**config.mk**
```make
export PLATFORM = sky130hd
export DESIGN_NAME = hex_cmd_axi_bridge
export DESIGN_NICKNAME = d
export VERILOG_FILES = /design/src/rtl/hcab_pkg.sv /design/src/rtl/hcab_line_parser.sv /design/src/rtl/hcab_burst_engine.sv /design/src/rtl/hcab_hex_formatter.sv /design/src/rtl/hex_cmd_axi_bridge.sv
export SDC_FILE = /design/constraint.sdc
export NUM_CORES = 2
export LEC_CHECK = 0
export BUFFER_PORTS_ARGS = -buffer_cell sky130_fd_sc_hd__buf_2
export CORE_MARGIN = 5
export CORE_UTILIZATION = 45
export CTS_CLUSTER_SIZE = 14
export DETAILED_ROUTE_END_ITERATION = 12
export PLACE_DENSITY_LB_ADDON = 0.12
export SLEW_MARGIN = 10
export SYNTH_ARGS = -nofsm -noshare
export SYNTH_HDL_FRONTEND = slang
export SYNTH_HIERARCHICAL = 1
export SYNTH_SLANG_ARGS = --single-unit
```
**constraint.sdc**
```tcl
create_clock -name clk -period 8.7 [get_ports clk]
set_input_delay 0.435 -clock clk [delete_from_list [all_inputs] [get_ports clk]]
set_output_delay 0.435 -clock clk [all_outputs]
set_load 0.01 [all_outputs]
```
**src/rtl/hcab_pkg.sv**
```systemverilog
package hcab_pkg;

  localparam logic [7:0] CH_SPACE = 8'h20;
  localparam logic [7:0] CH_CR    = 8'h0D;
  localparam logic [7:0] CH_LF    = 8'h0A;
  localparam logic [7:0] CH_WR    = 8'h77;
  localparam logic [7:0] CH_RD    = 8'h72;

  typedef enum logic [2:0] {
    PS_CMD, PS_ADDR, PS_FIELD, PS_SKIP, PS_EXEC
  } pstate_t;

  typedef enum logic [2:0] {
    ES_IDLE, ES_AW, ES_W, ES_B, ES_AR, ES_R, ES_DRAIN, ES_FIN
  } estate_t;

  typedef struct packed {
    logic       hex;
    logic       space;
    logic       eol;
    logic       wr;
    logic       rd;
    logic [3:0] val;
  } char_t;

  function automatic char_t classify(input logic [7:0] c);
    char_t r;
    r = '0;
    if (c >= 8'h30 && c <= 8'h39) begin
      r.hex = 1'b1; r.val = 4'(c - 8'h30);
    end else if (c >= 8'h61 && c <= 8'h66) begin
      r.hex = 1'b1; r.val = 4'(c - 8'h57);
    end else if (c >= 8'h41 && c <= 8'h46) begin
      r.hex = 1'b1; r.val = 4'(c - 8'h37);
    end
    r.space = (c == CH_SPACE);
    r.eol   = (c == CH_CR) || (c == CH_LF);
    r.wr    = (c == CH_WR);
    r.rd    = (c == CH_RD);
    return r;
  endfunction

  function automatic logic [7:0] nib2asc(input logic [3:0] n);
    return (n < 4'd10) ? (8'h30 + {4'h0, n}) : (8'h57 + {4'h0, n});
  endfunction

endpackage

```
**src/rtl/hcab_line_parser.sv**
```systemverilog
module hcab_line_parser
  import hcab_pkg::*;
#(
  parameter int ADDR_W    = 26,
  parameter int MAX_WORDS = 256,
  parameter int CNT_W     = $clog2(MAX_WORDS + 1),
  parameter int IDX_W     = $clog2(MAX_WORDS)
) (
  input  logic              clk,
  input  logic              rst_n,
  input  logic              rx_valid,
  input  logic [7:0]        rx_data,
  output logic              rx_ready,
  input  logic              done,
  output logic              go,
  output logic              is_rd,
  output logic [ADDR_W-1:0] addr,
  output logic [CNT_W-1:0]  nwords,
  output logic [7:0]        rdlen,
  input  logic [IDX_W-1:0]  rd_idx,
  output logic [15:0]       rd_word
);

  pstate_t           st;
  logic              rd_q;
  logic [ADDR_W-1:0] addr_q;
  logic [15:0]       field_q;
  logic              fdig_q;
  logic [CNT_W-1:0]  cnt_q;
  logic              have_len_q;
  logic [7:0]        rdlen_q;
  logic [15:0]       store [MAX_WORDS];

  char_t            ch;
  logic             take, commit, full, commit_err, len_next, line_ok;
  logic [CNT_W-1:0] cnt_next;

  assign ch         = classify(rx_data);
  assign rx_ready   = (st != PS_EXEC);
  assign take       = rx_valid && rx_ready;
  assign commit     = (st == PS_FIELD) && fdig_q && (ch.space || ch.eol);
  assign full       = (cnt_q == CNT_W'(MAX_WORDS));
  assign commit_err = commit && (rd_q ? have_len_q : full);
  assign cnt_next   = cnt_q + CNT_W'(commit && !rd_q);
  assign len_next   = have_len_q || (commit && rd_q);
  assign line_ok    = rd_q ? len_next : (cnt_next != '0);

  always_ff @(posedge clk) begin
    if (!rst_n) begin
      st         <= PS_CMD;
      rd_q       <= 1'b0;
      addr_q     <= '0;
      field_q    <= '0;
      fdig_q     <= 1'b0;
      cnt_q      <= '0;
      have_len_q <= 1'b0;
      rdlen_q    <= '0;
    end else begin
      case (st)
        PS_CMD: if (take) begin
          if (ch.wr || ch.rd) begin
            st         <= PS_ADDR;
            rd_q       <= ch.rd;
            addr_q     <= '0;
            field_q    <= '0;
            fdig_q     <= 1'b0;
            cnt_q      <= '0;
            have_len_q <= 1'b0;
          end else if (!ch.eol) begin
            st <= PS_SKIP;
          end
        end
        PS_ADDR: if (take) begin
          if (ch.hex)        addr_q <= {addr_q[ADDR_W-5:0], ch.val};
          else if (ch.space) st <= PS_FIELD;
          else if (ch.eol)   st <= PS_CMD;
          else               st <= PS_SKIP;
        end
        PS_FIELD: if (take) begin
          if (ch.hex) begin
            field_q <= {field_q[11:0], ch.val};
            fdig_q  <= 1'b1;
          end else if (ch.space || ch.eol) begin
            if (commit_err) begin
              st <= ch.eol ? PS_CMD : PS_SKIP;
            end else begin
              if (commit) begin
                field_q <= '0;
                fdig_q  <= 1'b0;
                if (rd_q) begin
                  rdlen_q    <= field_q[7:0];
                  have_len_q <= 1'b1;
                end else begin
                  cnt_q <= cnt_next;
                end
              end
              if (ch.eol) st <= line_ok ? PS_EXEC : PS_CMD;
            end
          end else begin
            st <= PS_SKIP;
          end
        end
        PS_SKIP: if (take && ch.eol) st <= PS_CMD;
        PS_EXEC: if (done) st <= PS_CMD;
        default: st <= PS_CMD;
      endcase
    end
  end

  always_ff @(posedge clk) begin
    if (take && commit && !commit_err && !rd_q)
      store[cnt_q[IDX_W-1:0]] <= field_q;
  end

  assign go      = (st == PS_EXEC);
  assign is_rd   = rd_q;
  assign addr    = addr_q;
  assign nwords  = cnt_q;
  assign rdlen   = rdlen_q;
  assign rd_word = store[rd_idx];

endmodule

```
**src/rtl/hcab_burst_engine.sv**
```systemverilog
module hcab_burst_engine
  import hcab_pkg::*;
#(
  parameter int ADDR_W = 26,
  parameter int CNT_W  = 9,
  parameter int IDX_W  = 8
) (
  input  logic              clk,
  input  logic              rst_n,
  input  logic              go,
  input  logic              is_rd,
  input  logic [ADDR_W-1:0] addr,
  input  logic [CNT_W-1:0]  nwords,
  input  logic [7:0]        rdlen,
  output logic              done,
  output logic [IDX_W-1:0]  rd_idx,
  input  logic [15:0]       word,
  output logic              awvalid,
  input  logic              awready,
  output logic [ADDR_W-1:0] awaddr,
  output logic [7:0]        awlen,
  output logic              wvalid,
  input  logic              wready,
  output logic              wlast,
  output logic [15:0]       wdata,
  input  logic              bvalid,
  output logic              bready,
  output logic              arvalid,
  input  logic              arready,
  output logic [ADDR_W-1:0] araddr,
  output logic [7:0]        arlen,
  input  logic              rvalid,
  output logic              rready,
  input  logic              rlast,
  input  logic [15:0]       rdata,
  output logic              fmt_load,
  output logic [15:0]       fmt_word,
  output logic              fmt_last,
  input  logic              fmt_idle
);

  estate_t          st;
  logic [IDX_W-1:0] idx;
  logic [IDX_W-1:0] last_idx;

  assign last_idx = IDX_W'(nwords - CNT_W'(1));

  always_ff @(posedge clk) begin
    if (!rst_n) begin
      st  <= ES_IDLE;
      idx <= '0;
    end else begin
      case (st)
        ES_IDLE:  if (go) begin
          st  <= is_rd ? ES_AR : ES_AW;
          idx <= '0;
        end
        ES_AW:    if (awready) st <= ES_W;
        ES_W:     if (wready) begin
          if (idx == last_idx) st <= ES_B;
          else                 idx <= idx + IDX_W'(1);
        end
        ES_B:     if (bvalid) st <= ES_FIN;
        ES_AR:    if (arready) st <= ES_R;
        ES_R:     if (rvalid && fmt_idle && rlast) st <= ES_DRAIN;
        ES_DRAIN: if (fmt_idle) st <= ES_FIN;
        ES_FIN:   st <= ES_IDLE;
        default:  st <= ES_IDLE;
      endcase
    end
  end

  assign awvalid  = (st == ES_AW);
  assign awaddr   = addr;
  assign awlen    = 8'(nwords - CNT_W'(1));
  assign wvalid   = (st == ES_W);
  assign wdata    = word;
  assign wlast    = (idx == last_idx);
  assign bready   = (st == ES_B);
  assign arvalid  = (st == ES_AR);
  assign araddr   = addr;
  assign arlen    = rdlen;
  assign rready   = (st == ES_R) && fmt_idle;
  assign fmt_load = rvalid && rready;
  assign fmt_word = rdata;
  assign fmt_last = rlast;
  assign done     = (st == ES_FIN);
  assign rd_idx   = idx;

endmodule

```
**src/rtl/hcab_hex_formatter.sv**
```systemverilog
module hcab_hex_formatter
  import hcab_pkg::*;
#(
  parameter int DIGITS = 4
) (
  input  logic               clk,
  input  logic               rst_n,
  input  logic               load,
  input  logic [4*DIGITS-1:0] word,
  input  logic               last,
  output logic               idle,
  output logic               tx_valid,
  input  logic               tx_ready,
  output logic [7:0]         tx_data
);

  localparam int STEP_W = $clog2(DIGITS + 2);
  localparam logic [STEP_W-1:0] SEP_STEP = STEP_W'(DIGITS);
  localparam logic [STEP_W-1:0] LF_STEP  = STEP_W'(DIGITS + 1);

  logic                busy;
  logic [STEP_W-1:0]   step;
  logic [4*DIGITS-1:0] w_q;
  logic                last_q;
  logic [7:0]          digit_chr [DIGITS];

  for (genvar g = 0; g < DIGITS; g++) begin : g_dig
    assign digit_chr[g] = nib2asc(w_q[4*(DIGITS-1-g) +: 4]);
  end

  always_ff @(posedge clk) begin
    if (!rst_n) begin
      busy   <= 1'b0;
      step   <= '0;
      w_q    <= '0;
      last_q <= 1'b0;
    end else if (load && !busy) begin
      busy   <= 1'b1;
      step   <= '0;
      w_q    <= word;
      last_q <= last;
    end else if (busy && tx_ready) begin
      if ((step == SEP_STEP && !last_q) || step == LF_STEP) busy <= 1'b0;
      else                                                  step <= step + STEP_W'(1);
    end
  end

  always_comb begin
    if (step < SEP_STEP)       tx_data = digit_chr[step];
    else if (step == SEP_STEP) tx_data = last_q ? CH_CR : CH_SPACE;
    else                       tx_data = CH_LF;
  end

  assign idle     = !busy;
  assign tx_valid = busy;

endmodule

```
**src/rtl/hex_cmd_axi_bridge.sv**
```systemverilog
module hex_cmd_axi_bridge #(
  parameter int ADDR_W    = 26,
  parameter int MAX_WORDS = 256
) (
  input  logic              clk,
  input  logic              rst_n,
  input  logic              rx_valid,
  output logic              rx_ready,
  input  logic [7:0]        rx_data,
  output logic              tx_valid,
  input  logic              tx_ready,
  output logic [7:0]        tx_data,
  output logic              awvalid,
  input  logic              awready,
  output logic [ADDR_W-1:0] awaddr,
  output logic [7:0]        awlen,
  output logic              wvalid,
  input  logic              wready,
  output logic              wlast,
  output logic [15:0]       wdata,
  input  logic              bvalid,
  output logic              bready,
  output logic              arvalid,
  input  logic              arready,
  output logic [ADDR_W-1:0] araddr,
  output logic [7:0]        arlen,
  input  logic              rvalid,
  output logic              rready,
  input  logic              rlast,
  input  logic [15:0]       rdata
);

  localparam int CNT_W = $clog2(MAX_WORDS + 1);
  localparam int IDX_W = $clog2(MAX_WORDS);

  logic              go, is_rd, done;
  logic [ADDR_W-1:0] addr;
  logic [CNT_W-1:0]  nwords;
  logic [7:0]        rdlen;
  logic [IDX_W-1:0]  rd_idx;
  logic [15:0]       rd_word;
  logic              fmt_load, fmt_last, fmt_idle;
  logic [15:0]       fmt_word;

  hcab_line_parser #(
    .ADDR_W(ADDR_W), .MAX_WORDS(MAX_WORDS), .CNT_W(CNT_W), .IDX_W(IDX_W)
  ) u_parser (
    .clk(clk), .rst_n(rst_n),
    .rx_valid(rx_valid), .rx_data(rx_data), .rx_ready(rx_ready),
    .done(done), .go(go), .is_rd(is_rd), .addr(addr),
    .nwords(nwords), .rdlen(rdlen), .rd_idx(rd_idx), .rd_word(rd_word)
  );

  hcab_burst_engine #(
    .ADDR_W(ADDR_W), .CNT_W(CNT_W), .IDX_W(IDX_W)
  ) u_engine (
    .clk(clk), .rst_n(rst_n),
    .go(go), .is_rd(is_rd), .addr(addr), .nwords(nwords), .rdlen(rdlen),
    .done(done), .rd_idx(rd_idx), .word(rd_word),
    .awvalid(awvalid), .awready(awready), .awaddr(awaddr), .awlen(awlen),
    .wvalid(wvalid), .wready(wready), .wlast(wlast), .wdata(wdata),
    .bvalid(bvalid), .bready(bready),
    .arvalid(arvalid), .arready(arready), .araddr(araddr), .arlen(arlen),
    .rvalid(rvalid), .rready(rready), .rlast(rlast), .rdata(rdata),
    .fmt_load(fmt_load), .fmt_word(fmt_word), .fmt_last(fmt_last),
    .fmt_idle(fmt_idle)
  );

  hcab_hex_formatter #(.DIGITS(4)) u_fmt (
    .clk(clk), .rst_n(rst_n),
    .load(fmt_load), .word(fmt_word), .last(fmt_last), .idle(fmt_idle),
    .tx_valid(tx_valid), .tx_ready(tx_ready), .tx_data(tx_data)
  );

endmodule

```
## Yosys cells after proc, flatten, opt, wreduce, memory -nomap -nowiden

Memory sizes are Yosys's and may differ from the RTL's. A register that Yosys moved wholly into a read port is not among the register bits.
Index checks and enable logic that the tools add are counted.

- Multiplexer cells: 92
- Add/subtract/negate cells: 15
- Bitwise gates (word level): 5
- Magnitude comparators: 12
- Reductions and logical operators: 49
- Equality and inequality tests: 49

Operators with widths:

| operator | number |
|---|---|
| 16-bit two-way mux | 7 |
| 26-bit two-way mux | 4 |
| 8-bit two-way mux | 13 |
| 9-bit two-way mux | 8 |
| 3-bit two-way mux | 23 |
| 26-bit case mux with 2 select lines | 1 |
| 7-bit by 4-bit adder with 8-bit output (first input constant) | 4 |
| 16-bit case mux with 2 select lines | 1 |
| 6-bit by 4-bit adder with 7-bit output (first input constant) | 4 |
| 2-bit by 1-bit != test with 1-bit output (second input constant) | 14 |
| 9-bit AND reduction | 3 |
| 3-bit case mux with 8 select lines | 1 |
| 1-bit two-way mux | 23 |
| 3-bit == test (second input constant) | 7 |
| 1-bit logical AND | 20 |
| 2-bit != test (second input constant) | 9 |
| 9-bit case mux with 2 select lines | 1 |
| 8-bit binary-select mux with 2-bit select | 1 |
| 8-bit by 4-bit == test with 1-bit output (second input constant) | 2 |
| 8-bit by 7-bit == test with 1-bit output (second input constant) | 2 |
| 8-bit by 7-bit greater-or-equal comparator with 1-bit output (second input constant) | 2 |
| 8-bit by 7-bit <= comparator with 1-bit output (second input constant) | 2 |
| 4-bit < comparator (second input constant) | 4 |
| 8-bit case mux with 2 select lines | 1 |
| 38 further kinds | 65 |

- Register bits: 97
- Output and inout bits: 100
- Bits in writable memories: 4096
- Logic and storage cells: 237
- Memories: 1

Memories:

| memory | words | width | rd ports | clocked after memory_dff | wr ports | line | RTL |
|---|---|---|---|---|---|---|---|
| u_parser.store | 256 | 16 | 1 | 1 | 1 | hcab_line_parser.sv:32 | `logic [15:0] store [MAX_WORDS];` |

## Depth between registers and ports, before layout

- Depth after elaboration: 15
- Gate-level depth with buffers: 13
- Depth with buffers taken out: 13

## Cells and area by module

Netlist, hierarchy kept.

Modules (own cells, without submodules):

| module | instances | cells each | area an instance (sq um) |
|---|---|---|---|
| hcab_line_parser | 1 | 7646 | 161502.4 |
| hcab_burst_engine | 1 | 221 | 1695.4 |
| hcab_hex_formatter | 1 | 171 | 1367.6 |

## Worst setup path before layout

OpenSTA, ideal clock, no wires.

- Path kind: reg-to-reg
- From: register u_parser.field_q[1]
- To: memory u_parser.store[0][1], data pin
- Period minus slack after synthesis: 4.291 ns
- Data required time: 7.838 ns
- Arrival: 3.429 ns
- Buffers on the path: 0
- Cell stages (with the launch flop): 1
- Slack: 4.409 ns
- Path through: dfxtp_1

RTL lines:

| item | line | RTL |
|---|---|---|
| start, declared | hcab_line_parser.sv:27 | `logic [15:0] field_q;` |
| start signal, assigned | hcab_line_parser.sv:81 | `field_q <= {field_q[11:0], ch.val};` |
| end, declared | hcab_line_parser.sv:32 |  |

Straight into the memory's write port.

==> flow_metrics.tcl <==
set metrics [dict create \
    setup_viol 0 \
    required_ps 8270 \
    synth_top_area_cell "edfxtp_1" \
    synth-seq-cells 4193 \
    regArea_um2 125000 \
    pwr-share-clk 0.444 \
    layout.nets 8580 \
    p_seq_frac 0.537 \
    multi_input_area_um2 36200 \
    start_kind "flip-flop" \
    ioPinCount 134 \
    dr_wl_met3_mm 32.8 \
    reg2regPathDepth 8 \
    cp_slowest_stage_delay_ps 980 \
    crit_arrival_ps 6280 \
    gp_congestion 0.833 \
    start_util 0.451 \
    drv_cap 0 \
    synthFlopType "edfxtp_1" \
    power_uw 40700 \
    rsz0062_at_grt "false" \
    fp.dieW_um 615 \
    clkSinkCount 4193 \
    crit_family "buffers and inverters" \
    syn_inst 8038 \
    placed_cell_area_um2 172000 \
    clockBufferDepth 4 \
    dp_cells 12900 \
    syn_avg_cell_area_um2 20.5 \
    grt_antenna_before_repair 15 \
    comb_power_share 0.019 \
    wirelength_mm 473 \
    highest_layer "met5" \
    worst_ir_drop_vdd_mv 0.180 \
    cts_max_level 5 \
    period_minus_slack_ps 6720 \
    io_buffer_count 132 \
    synth.distinct_cells 105 \
    intPower_uw 32500 \
    fin_skew_ps 46.7 \
    finalMaxSlewViolations 0 \
    viasPerCell 6.18 \
    whs_endpoint "u_parser/addr[0]$_SDFFE_PN0P_" \
    die_h_um 615 \
    p_leak_uw 0.0556 \
    status "completed" \
    syn_to_final_growth_pct 13.1 \
    core_area_um2 365000 \
    end_kind "output port" \
    r2r_slack_ps 3800 \
    dr.first_iter.drc_count 10600 \
    grt_usage 0.245 \
    path_clk_slew_ps 60 \
    drtPass1Iterations 6 \
    ant_nets 0 \
    grt_max_degree 192 \
    dr_wl_met2_mm 230 \
    cts_root_buf "clkbuf_16" \
    power_per_cell_area_nw_per_um2 219 \
    grt_pass1_wl_mm 662 \
    stdcell_area_um2 186000 \
    slew-limit-headroom 0.0534 \
    dieArea_um2 378000 \
    synthesis.area_um2 165000 \
    wl_per_cell_um 34.5 \
    drc_errors 0 \
    drive_gt1_frac 0.253 \
    setup-tns-final_ps 0 \
    cts_tree "done" \
    nFillCells 29100 \
    r2r-start "u_parser/st[1]$_SDFFE_PN0P_" \
    worstPathCellList "buf_4 > buf_4 > mux2i_1 > o221ai_1 > o22ai_1 > a211oi_1 > nand4_1 > nor4_2 > buf_2" \
    row_count 222 \
    period_share 0.772 \
    vias 84800 \
    worst_pin_slew_ps 1420 \
    hold_depth 4 \
    path_common_cell "buf_4" \
    min_from "rx_data[0]" \
    criticalPathCategory "flip-flop to output port" \
    instances_no_fill 13700 \
    synth.top_cells.by_count "4096 x edfxtp_1, 846 x mux4_2, 382 x mux2i_1, 316 x nor2_1, 240 x clkbuf_1" \
    crit_cells 9 \
    hold_class "input pin to flip-flop" \
    synth.most_common_cell "edfxtp_1" \
    cts_made_buffers 440 \
    syn-num-nets 8088 \
    worst-path-buf-inv 3 \
    synth_top_cell_area_share 0.747 \
    yosysSeqAreaShare 0.759 \
    worst_r2r_endpoint "u_parser/store[55][10]$_DFFE_PP_" \
    cp_slowest_cell "dfxtp_4" \
    power.switching_uw 8190 \
    grt_pass1_vias 84300 \
    hold_violations 0 \
    synth_warnings 6 \
    postCtsSetupBuffers 0 \
    synthArstFlopShare 0 \
    fmax_ghz 0.149 \
    switching_share 0.201 \
    path_max_fanout 41 \
    hold_slack_ps 61.8 \
    clk_latency_ps 980 \
    overflow 0 \
    dp_hpwl_mm 281 \
    synth_area_leaders "edfxtp_1 75%, mux4_2 12%, mux2i_1 2.3%, dfxtp_1 1.2%, o221ai_1 0.84%" \
    synth_edf_count 4096 \
    wl_met1_mm 194 \
]
## registers in the layout, indices dropped and copies added, names as in the netlist, 3 cells and up
register / cells
u_fmt/w_q: 16
u_parser/st: 3
u_parser/field_q: 16
u_engine/st: 3
u_engine/rd_idx: 8
u_parser/store: 4096
u_parser/nwords: 9
u_parser/addr: 26
u_fmt/step: 3
u_parser/rdlen: 8
## power groups by stage
stage          sequential, µW  clock [µW]  combinational [µW]
6_report                21900       18100                 778
2_1_floorplan           22300           0                 671
3_5_place_dp            22300           0                 787
3_3_place_gp            22300           0                 784
5_1_grt                 21800       19200                 840
4_1_cts                 21900       18400                 800
## tightest hold or removal path: stages
cell	delay [ps]
buf_2	140
mux2_2	210
nand3_1	70
a21oi_1	130
## cells in the final DEF (no fill, tap or decap), types with 32 or more instances in the layout
master / count
buf_4: 434
nor3_1: 97
clkinv_2: 87
clkbuf_1: 90
mux4_2: 846
a221oi_1: 52
mux2_2: 66
a21oi_1: 223
o221ai_1: 157
a22oi_1: 166
clkinv_1: 109
edfxtp_1: 4096
nand3_1: 102
a211oi_1: 34
dfxtp_1: 75
buf_2: 132
clkbuf_16: 450
dlygate4sd3_1: 51
o22ai_1: 89
nor4_1: 32
mux2i_1: 382
nor2_1: 294
a211o_1: 55
nand2_1: 118
## layout make-up
cell class,count,share of cell area
Multi-Input combinational cell,3219,0.195
Antenna cell,8,0.000108
Sequential cell,4193,0.671
Timing Repair Buffer,644,0.0266
Tap cell,4816,0.0324
Clock buffer,545,0.0627
Clock inverter,257,0.0114
Inverter,32,0.000712
## worst max-delay path by stage
stage / from / end / slack, ps
floorplan: u_parser/field_q[1]$_SDFFE_PN0P_ / u_parser/store[0][1]$_DFFE_PP_ / 4410
global placement: u_engine/rd_idx[1]$_SDFFE_PN0P_ / wdata[0] / 2630
detailed placement: u_engine/rd_idx[0]$_SDFFE_PN0P_ / wdata[7] / 3070
CTS: u_engine/rd_idx[0]$_SDFFE_PN0P_ / wdata[7] / 2000
global route: u_engine/rd_idx[0]$_SDFFE_PN0P_ / wdata[7] / 1930
finish: u_engine/rd_idx[0]$_SDFFE_PN0P_ / wdata[7] / 1980
## layer usage
layer / track usage / vias up
met4: 0.0744 / 4
li1: - / 34700
met5: 0 / -
met2: 0.400 / 3496
met3: 0.0309 / 643
met1: 0.346 / 45900
## stage by stage
stage / util / setup slack [ps]
6_report: 0.510 / 1980
5_1_grt: 0.510 / 1930
4_1_cts: 0.510 / 2000
3_5_place_dp: 0.471 / 3070
3_3_place_gp: 0.471 / 2630
2_1_floorplan: - / 4410
## kinds of logic (layout without fill, tap and decap cells)
family	Yosys count	in the layout	share of synthesized area
compound gates	993	993	0.0445
xor+xnor	22	22	0.00134
fa+ha+maj	16	16	0.00122
buf+inv	626	1478	0.0223
flops	4193	4193	0.759
mux	1307	1307	0.145
other cells	1	9	0.0000228
simple gates	880	880	0.0269
## repair_timing
item,4_1_cts,5_1_grt
endpoints found under the hold margin,38,0
hold buffers,51,0
gates resized for setup,0,0
(Power assumes the default switching activity.)
